--- src/rtl/boot_arb_pkg.sv ---
package boot_arb_pkg;

  typedef enum logic [1:0] {
    ST_POLL    = 2'd0,
    ST_CLKWAIT = 2'd1,
    ST_ACTIVE  = 2'd2,
    ST_HALT    = 2'd3
  } arbState_t;

  // strobes from control to datapath
  typedef struct packed {
    logic capture;      // latch the priority winner as candidate
    logic commit;       // copy winner (capture) or candidate into grant
    logic pulseSwitch;  // emit clock switch request
    logic pulseReset;   // emit system reset request
  } arbStrobe_t;

endpackage

--- src/rtl/boot_arb_dp.sv ---
module boot_arb_dp
  import boot_arb_pkg::*;
#(
  parameter int NLINK = 4,
  parameter logic [NLINK-1:0] CLK_MASK = 4'b1001,
  parameter logic [NLINK-1:0] SWITCH_MASK = 4'b0001
) (
  input  logic             clk,
  input  logic             rstN,
  input  logic [NLINK-1:0] act,
  input  arbStrobe_t       strobe,
  output logic             anyAct,
  output logic             pickNeedsClk,
  output logic             candNeedsSwitch,
  output logic [NLINK-1:0] grant,
  output logic             clkSwitchReq,
  output logic             sysResetReq
);

  logic [NLINK-1:0] pick;
  logic [NLINK:0]   lowerSeen;
  logic [NLINK-1:0] candReg;
  logic [NLINK-1:0] grantReg;
  logic             switchReg;
  logic             resetReg;

  assign lowerSeen[0] = 1'b0;

  // lower index wins
  for (genvar i = 0; i < NLINK; i++) begin : g_prio
    assign pick[i]         = act[i] & ~lowerSeen[i];
    assign lowerSeen[i+1]  = lowerSeen[i] | act[i];
  end

  assign anyAct          = lowerSeen[NLINK];
  assign pickNeedsClk    = |(pick & CLK_MASK);
  assign candNeedsSwitch = |(candReg & SWITCH_MASK);

  always_ff @(posedge clk or negedge rstN) begin
    if (!rstN) begin
      candReg   <= '0;
      grantReg  <= '0;
      switchReg <= 1'b0;
      resetReg  <= 1'b0;
    end else begin
      if (strobe.capture) candReg <= pick;
      if (strobe.commit)  grantReg <= strobe.capture ? pick : candReg;
      switchReg <= strobe.pulseSwitch;
      resetReg  <= strobe.pulseReset;
    end
  end

  assign grant        = grantReg;
  assign clkSwitchReq = switchReg;
  assign sysResetReq  = resetReg;

endmodule

--- src/rtl/boot_arb_ctrl.sv ---
module boot_arb_ctrl
  import boot_arb_pkg::*;
#(
  parameter int CODE_W = 2,
  parameter logic [CODE_W-1:0] BAD_CODE = 2'b11
) (
  input  logic              clk,
  input  logic              rstN,
  input  logic              anyAct,
  input  logic              pickNeedsClk,
  input  logic              candNeedsSwitch,
  input  logic              codeValid,
  input  logic [CODE_W-1:0] code,
  output arbStrobe_t        strobe,
  output logic              clkCheckReq,
  output logic              linkReady
);

  arbState_t state, stateNext;
  logic      codeOk;

  assign codeOk = (code != BAD_CODE);

  always_comb begin
    stateNext = state;
    strobe    = '0;
    unique case (state)
      ST_POLL: begin
        if (anyAct) begin
          strobe.capture = 1'b1;
          if (pickNeedsClk) begin
            stateNext = ST_CLKWAIT;
          end else begin
            strobe.commit = 1'b1;
            stateNext     = ST_ACTIVE;
          end
        end
      end
      ST_CLKWAIT: begin
        if (codeValid) begin
          if (codeOk) begin
            strobe.commit      = 1'b1;
            strobe.pulseSwitch = candNeedsSwitch;
            stateNext          = ST_ACTIVE;
          end else begin
            strobe.pulseReset = 1'b1;
            stateNext         = ST_HALT;
          end
        end
      end
      ST_ACTIVE: stateNext = ST_ACTIVE;
      ST_HALT:   stateNext = ST_HALT;
      default:   stateNext = ST_POLL;
    endcase
  end

  always_ff @(posedge clk or negedge rstN) begin
    if (!rstN) state <= ST_POLL;
    else       state <= stateNext;
  end

  assign clkCheckReq = (state == ST_CLKWAIT);
  assign linkReady   = (state == ST_ACTIVE);

endmodule

--- src/rtl/boot_arb_top.sv ---
module boot_arb_top
  import boot_arb_pkg::*;
#(
  parameter int NLINK  = 4,
  parameter int CODE_W = 2,
  parameter logic [NLINK-1:0]  CLK_MASK    = 4'b1001,
  parameter logic [NLINK-1:0]  SWITCH_MASK = 4'b0001,
  parameter logic [CODE_W-1:0] BAD_CODE    = 2'b11
) (
  input  logic              clk,
  input  logic              rstN,
  input  logic              usbAttach,
  input  logic              syncA,
  input  logic              syncB,
  input  logic              canEdge,
  input  logic              clkCodeValid,
  input  logic [CODE_W-1:0] clkCode,
  output logic [NLINK-1:0]  grant,
  output logic              linkReady,
  output logic              clkCheckReq,
  output logic              clkSwitchReq,
  output logic              sysResetReq
);

  arbStrobe_t       strobe;
  logic             anyAct;
  logic             pickNeedsClk;
  logic             candNeedsSwitch;
  logic [NLINK-1:0] act;

  assign act = NLINK'({canEdge, syncB, syncA, usbAttach});

  boot_arb_ctrl #(.CODE_W(CODE_W), .BAD_CODE(BAD_CODE)) u_ctrl (
    .clk             (clk),
    .rstN            (rstN),
    .anyAct          (anyAct),
    .pickNeedsClk    (pickNeedsClk),
    .candNeedsSwitch (candNeedsSwitch),
    .codeValid       (clkCodeValid),
    .code            (clkCode),
    .strobe          (strobe),
    .clkCheckReq     (clkCheckReq),
    .linkReady       (linkReady)
  );

  boot_arb_dp #(.NLINK(NLINK), .CLK_MASK(CLK_MASK), .SWITCH_MASK(SWITCH_MASK)) u_dp (
    .clk             (clk),
    .rstN            (rstN),
    .act             (act),
    .strobe          (strobe),
    .anyAct          (anyAct),
    .pickNeedsClk    (pickNeedsClk),
    .candNeedsSwitch (candNeedsSwitch),
    .grant           (grant),
    .clkSwitchReq    (clkSwitchReq),
    .sysResetReq     (sysResetReq)
  );

endmodule

--- config.mk ---
export PLATFORM = sky130hd
export DESIGN_NAME = boot_arb_top
export DESIGN_NICKNAME = d
export VERILOG_FILES = /design/src/rtl/boot_arb_pkg.sv /design/src/rtl/boot_arb_dp.sv /design/src/rtl/boot_arb_ctrl.sv /design/src/rtl/boot_arb_top.sv
export SDC_FILE = /design/constraint.sdc
export NUM_CORES = 1
export LEC_CHECK = 0
export BUFFER_PORTS_ARGS = -buffer_cell sky130_fd_sc_hd__buf_4
export CAP_MARGIN = 10
export CORE_MARGIN = 5
export CORE_UTILIZATION = 35
export CTS_CLUSTER_DIAMETER = 150
export DETAILED_ROUTE_END_ITERATION = 8
export GPL_TIMING_DRIVEN = 0
export PLACE_DENSITY = 0.64
export SETUP_SLACK_MARGIN = 0.3
export SYNTH_ARGS = -nofsm -noshare
export SYNTH_HDL_FRONTEND = slang
export SYNTH_SLANG_ARGS = --single-unit
--- constraint.sdc ---
create_clock -name clk -period 1.6 [get_ports clk]
set_clock_uncertainty 0.15 [all_clocks]
set_input_delay 0.24 -clock clk [delete_from_list [all_inputs] [get_ports clk]]
set_output_delay 0.24 -clock clk [all_outputs]
set_load 0.005 [all_outputs]
==> results.json <==
{
  "drc": 0,
  "power_density_nw_per_um2": 844,
  "hold_path_class": "input pin to flop",
  "crit_fanout": 6,
  "port_buffers": 15,
  "syn_nets": 59,
  "post-route-min-period_ns": 1.73,
  "hold_depth": 2,
  "synth_cell_types": 24,
  "peakVddDrop_mv": 0.446,
  "drt_wl_total_mm": 1.37,
  "post-place-ws_ns": -0.135,
  "syn_inst": 50,
  "fin_ws_ns": -0.128,
  "num_antenna_cells": 0,
  "path_clk_slew_ns": 0.08,
  "ff2ff_path_depth": 5,
  "slew_headroom_pct": 77.4,
  "ys_dominant_reg_cell": "dfrtp_1",
  "grt_overflow": 0,
  "cp_cell_sequence": "buf_6 -> buf_4 -> nand3b_1 -> o32ai_4 -> mux2_2",
  "power.total_uw": 737,
  "layout_common_cells": "buf_4 (18), dfrtp_1 (12), buf_6 (5)",
  "avgSynthCellArea_um2": 11.7,
  "dr.pass1.iters": 4,
  "final_common_cell": "buf_4",
  "num_rows": 14,
  "synthesis.area_um2": 587,
  "die_x_um": 50.9,
  "route.vias.total": 502,
  "hold_viol": 0,
  "grt_pass1_wl_mm": 2.21,
  "initial_core_util_pct": 38.1,
  "status": "finished with violations",
  "arrival_ns": 1.74,
  "drt_iter0_drc": 15,
  "yosys_warnings": 0,
  "p_leak_nw": 0.399,
  "cts_sinks": 12,
  "finalSetupViolations": 4,
  "rsz0062_at_grt": "true",
  "fmax_mhz": 579,
  "antenna_found_initial": 0,
  "synth-async-reset-ratio_pct": 100,
  "end_kind": "flop",
  "required_ns": 1.61,
  "synth_edf_count": 0,
  "syn_to_final_growth_pct": 48.8,
  "place.gp.congestion": 0.657,
  "ys_ff_latch": 12,
  "die_area_um2": 2600,
  "maxCapViolCount": 0,
  "cpPeakStageDelay_ns": 0.38,
  "coreArea_um2": 1540,
  "die_y_um": 50.9,
  "grt.total_usage_pct": 11.7,
  "synth-seq-area-share_pct": 51.2,
  "final_util_pct": 56.7,
  "worst_slew_pin_slew_ns": 0.339,
  "final_antenna_net_count": 0,
  "nNetsFinal": 86,
  "fin_crit_sh_pct": 108,
  "worstSetupStartpointType": "flop",
  "cts_tree": "done",
  "drive_gt1_share_pct": 53.9,
  "violations": "negative setup slack",
  "first_global_vias": 470,
  "vias_per_cell": 5.46,
  "cts_root_buf": "clkbuf_4",
  "clockBufferDepth": 2,
  "slew_violations": 0,
  "clock_latency_ns": 0.28,
  "cts_buffers": 3,
  "dp_hpwl_um": 821,
  "io_pins": 17,
  "htree_levels": 1,
  "slowest_stage": "dfrtp_1",
  "grt_max_degree": 13,
  "path_class": "flop to flop",
  "nFillCells": 138,
  "wire_per_inst_um": 14.8
}
[flip-flops by register name (all words and copies together) (netlist names)]
name,flops
u_dp.clkSwitchReq,1
u_dp.grant,4
u_ctrl.state,2
u_dp.sysResetReq,1
u_dp.candReg,4
[metrics by stage]
step                instance area, um^2  hold slack, ns  std cells  setup TNS (ns)
finish                              873          0.0519         92          -0.387
global route                        873          0.0530         92          -0.521
CTS                                 846          0.0556         91          -0.306
detailed placement                  719         -0.0622         81          -0.400
global placement                    719         -0.0615         81          -0.376
floorplan                           587          -0.206         50         -0.0949
[routing by layer]
| metal | global-route usage, % | vias to the layer above | part of all wire (%) |
|---|---|---|---|
| met4 | 7.66 | 0 | 2.5 |
| met3 | 3.78 | 5 | 4.5 |
| met1 | 15.0 | 250 | 43 |
| met5 | 0 | - | 0 |
| met2 | 16.7 | 12 | 50 |
| li1 | - | 235 | - |
[final cells by class]
type                    count  area [um^2]  area share, %
flip-flops and latches     12          300           34.4
multi-input cells          32          299           34.2
repair buffers             22          179           20.5
clock buffers               4         36.3           4.15
plain buffers               3         27.5           3.15
well taps                  16         20.0           2.29
inverters                   3         11.3           1.29
[logic make-up (layout without fill, tap and decap cells)]
| group | Yosys count | count (layout) | synth area share (%) |
|---|---|---|---|
| and+or+nand+nor | 18 | 18 | 19.8 |
| DFF | 12 | 12 | 51.2 |
| AOI/OAI and AO/OA | 11 | 11 | 17.3 |
| buffers and inverters | 6 | 32 | 5.97 |
| muxes | 3 | 3 | 5.76 |
[worst paths after layout]
| check | startpoint | endpoint | slack [ns] |
|---|---|---|---|
| max in group asynchronous | rstN | u_dp.grant[0]$_DFFE_PN0P_ | 0.96 |
| min reg2reg | u_dp.candReg[3]$_DFF_PN0_ | u_dp.candReg[3]$_DFF_PN0_ | 0.36 |
| max reg2reg | u_ctrl.state[1]$_DFFE_PN0P_ | u_dp.grant[1]$_DFFE_PN0P_ | -0.13 |
| min in group asynchronous | rstN | u_ctrl.state[1]$_DFFE_PN0P_ | 0.18 |
| min | clkCodeValid | u_ctrl.state[1]$_DFFE_PN0P_ | 0.05 |
| max | u_ctrl.state[1]$_DFFE_PN0P_ | u_dp.grant[1]$_DFFE_PN0P_ | -0.13 |
[worst max-delay path: cells and delay by family (launching register included)]
family	cells	cell delay, ns
DFF	1	0.38
muxes	1	0.38
buffers and inverters	2	0.26
and+or+nand+nor	1	0.23
AOI/OAI and AO/OA	1	0.21
[synth_stat cells (2+ instances only)]
master / number / area, um^2
inv_1: 3 / 11.3
nor3_1: 3 / 15.0
dfrtp_1: 12 / 300
nor3b_1: 2 / 15.0
a211o_1: 3 / 26.3
o21ai_0: 2 / 10.0
mux2_2: 3 / 33.8
and2_1: 2 / 12.5
nor2_1: 3 / 11.3
nor4b_1: 3 / 26.3
[power by group]
part	switching [mW]	internal, mW	total [mW]
Combinational	0.0695	0.0816	0.151
Clock	0.105	0.138	0.243
Sequential	0.0145	0.328	0.342
Total	0.189	0.548	0.737
[repair_timing]
item,in CTS,in global routing
pin swaps,8,4
buffers inserted,5,1
hold endpoints to repair,12,0
resized for setup,13,4
hold buffers,1,0
setup endpoints to repair,7,12
Power figures use the tool's default switching activity.
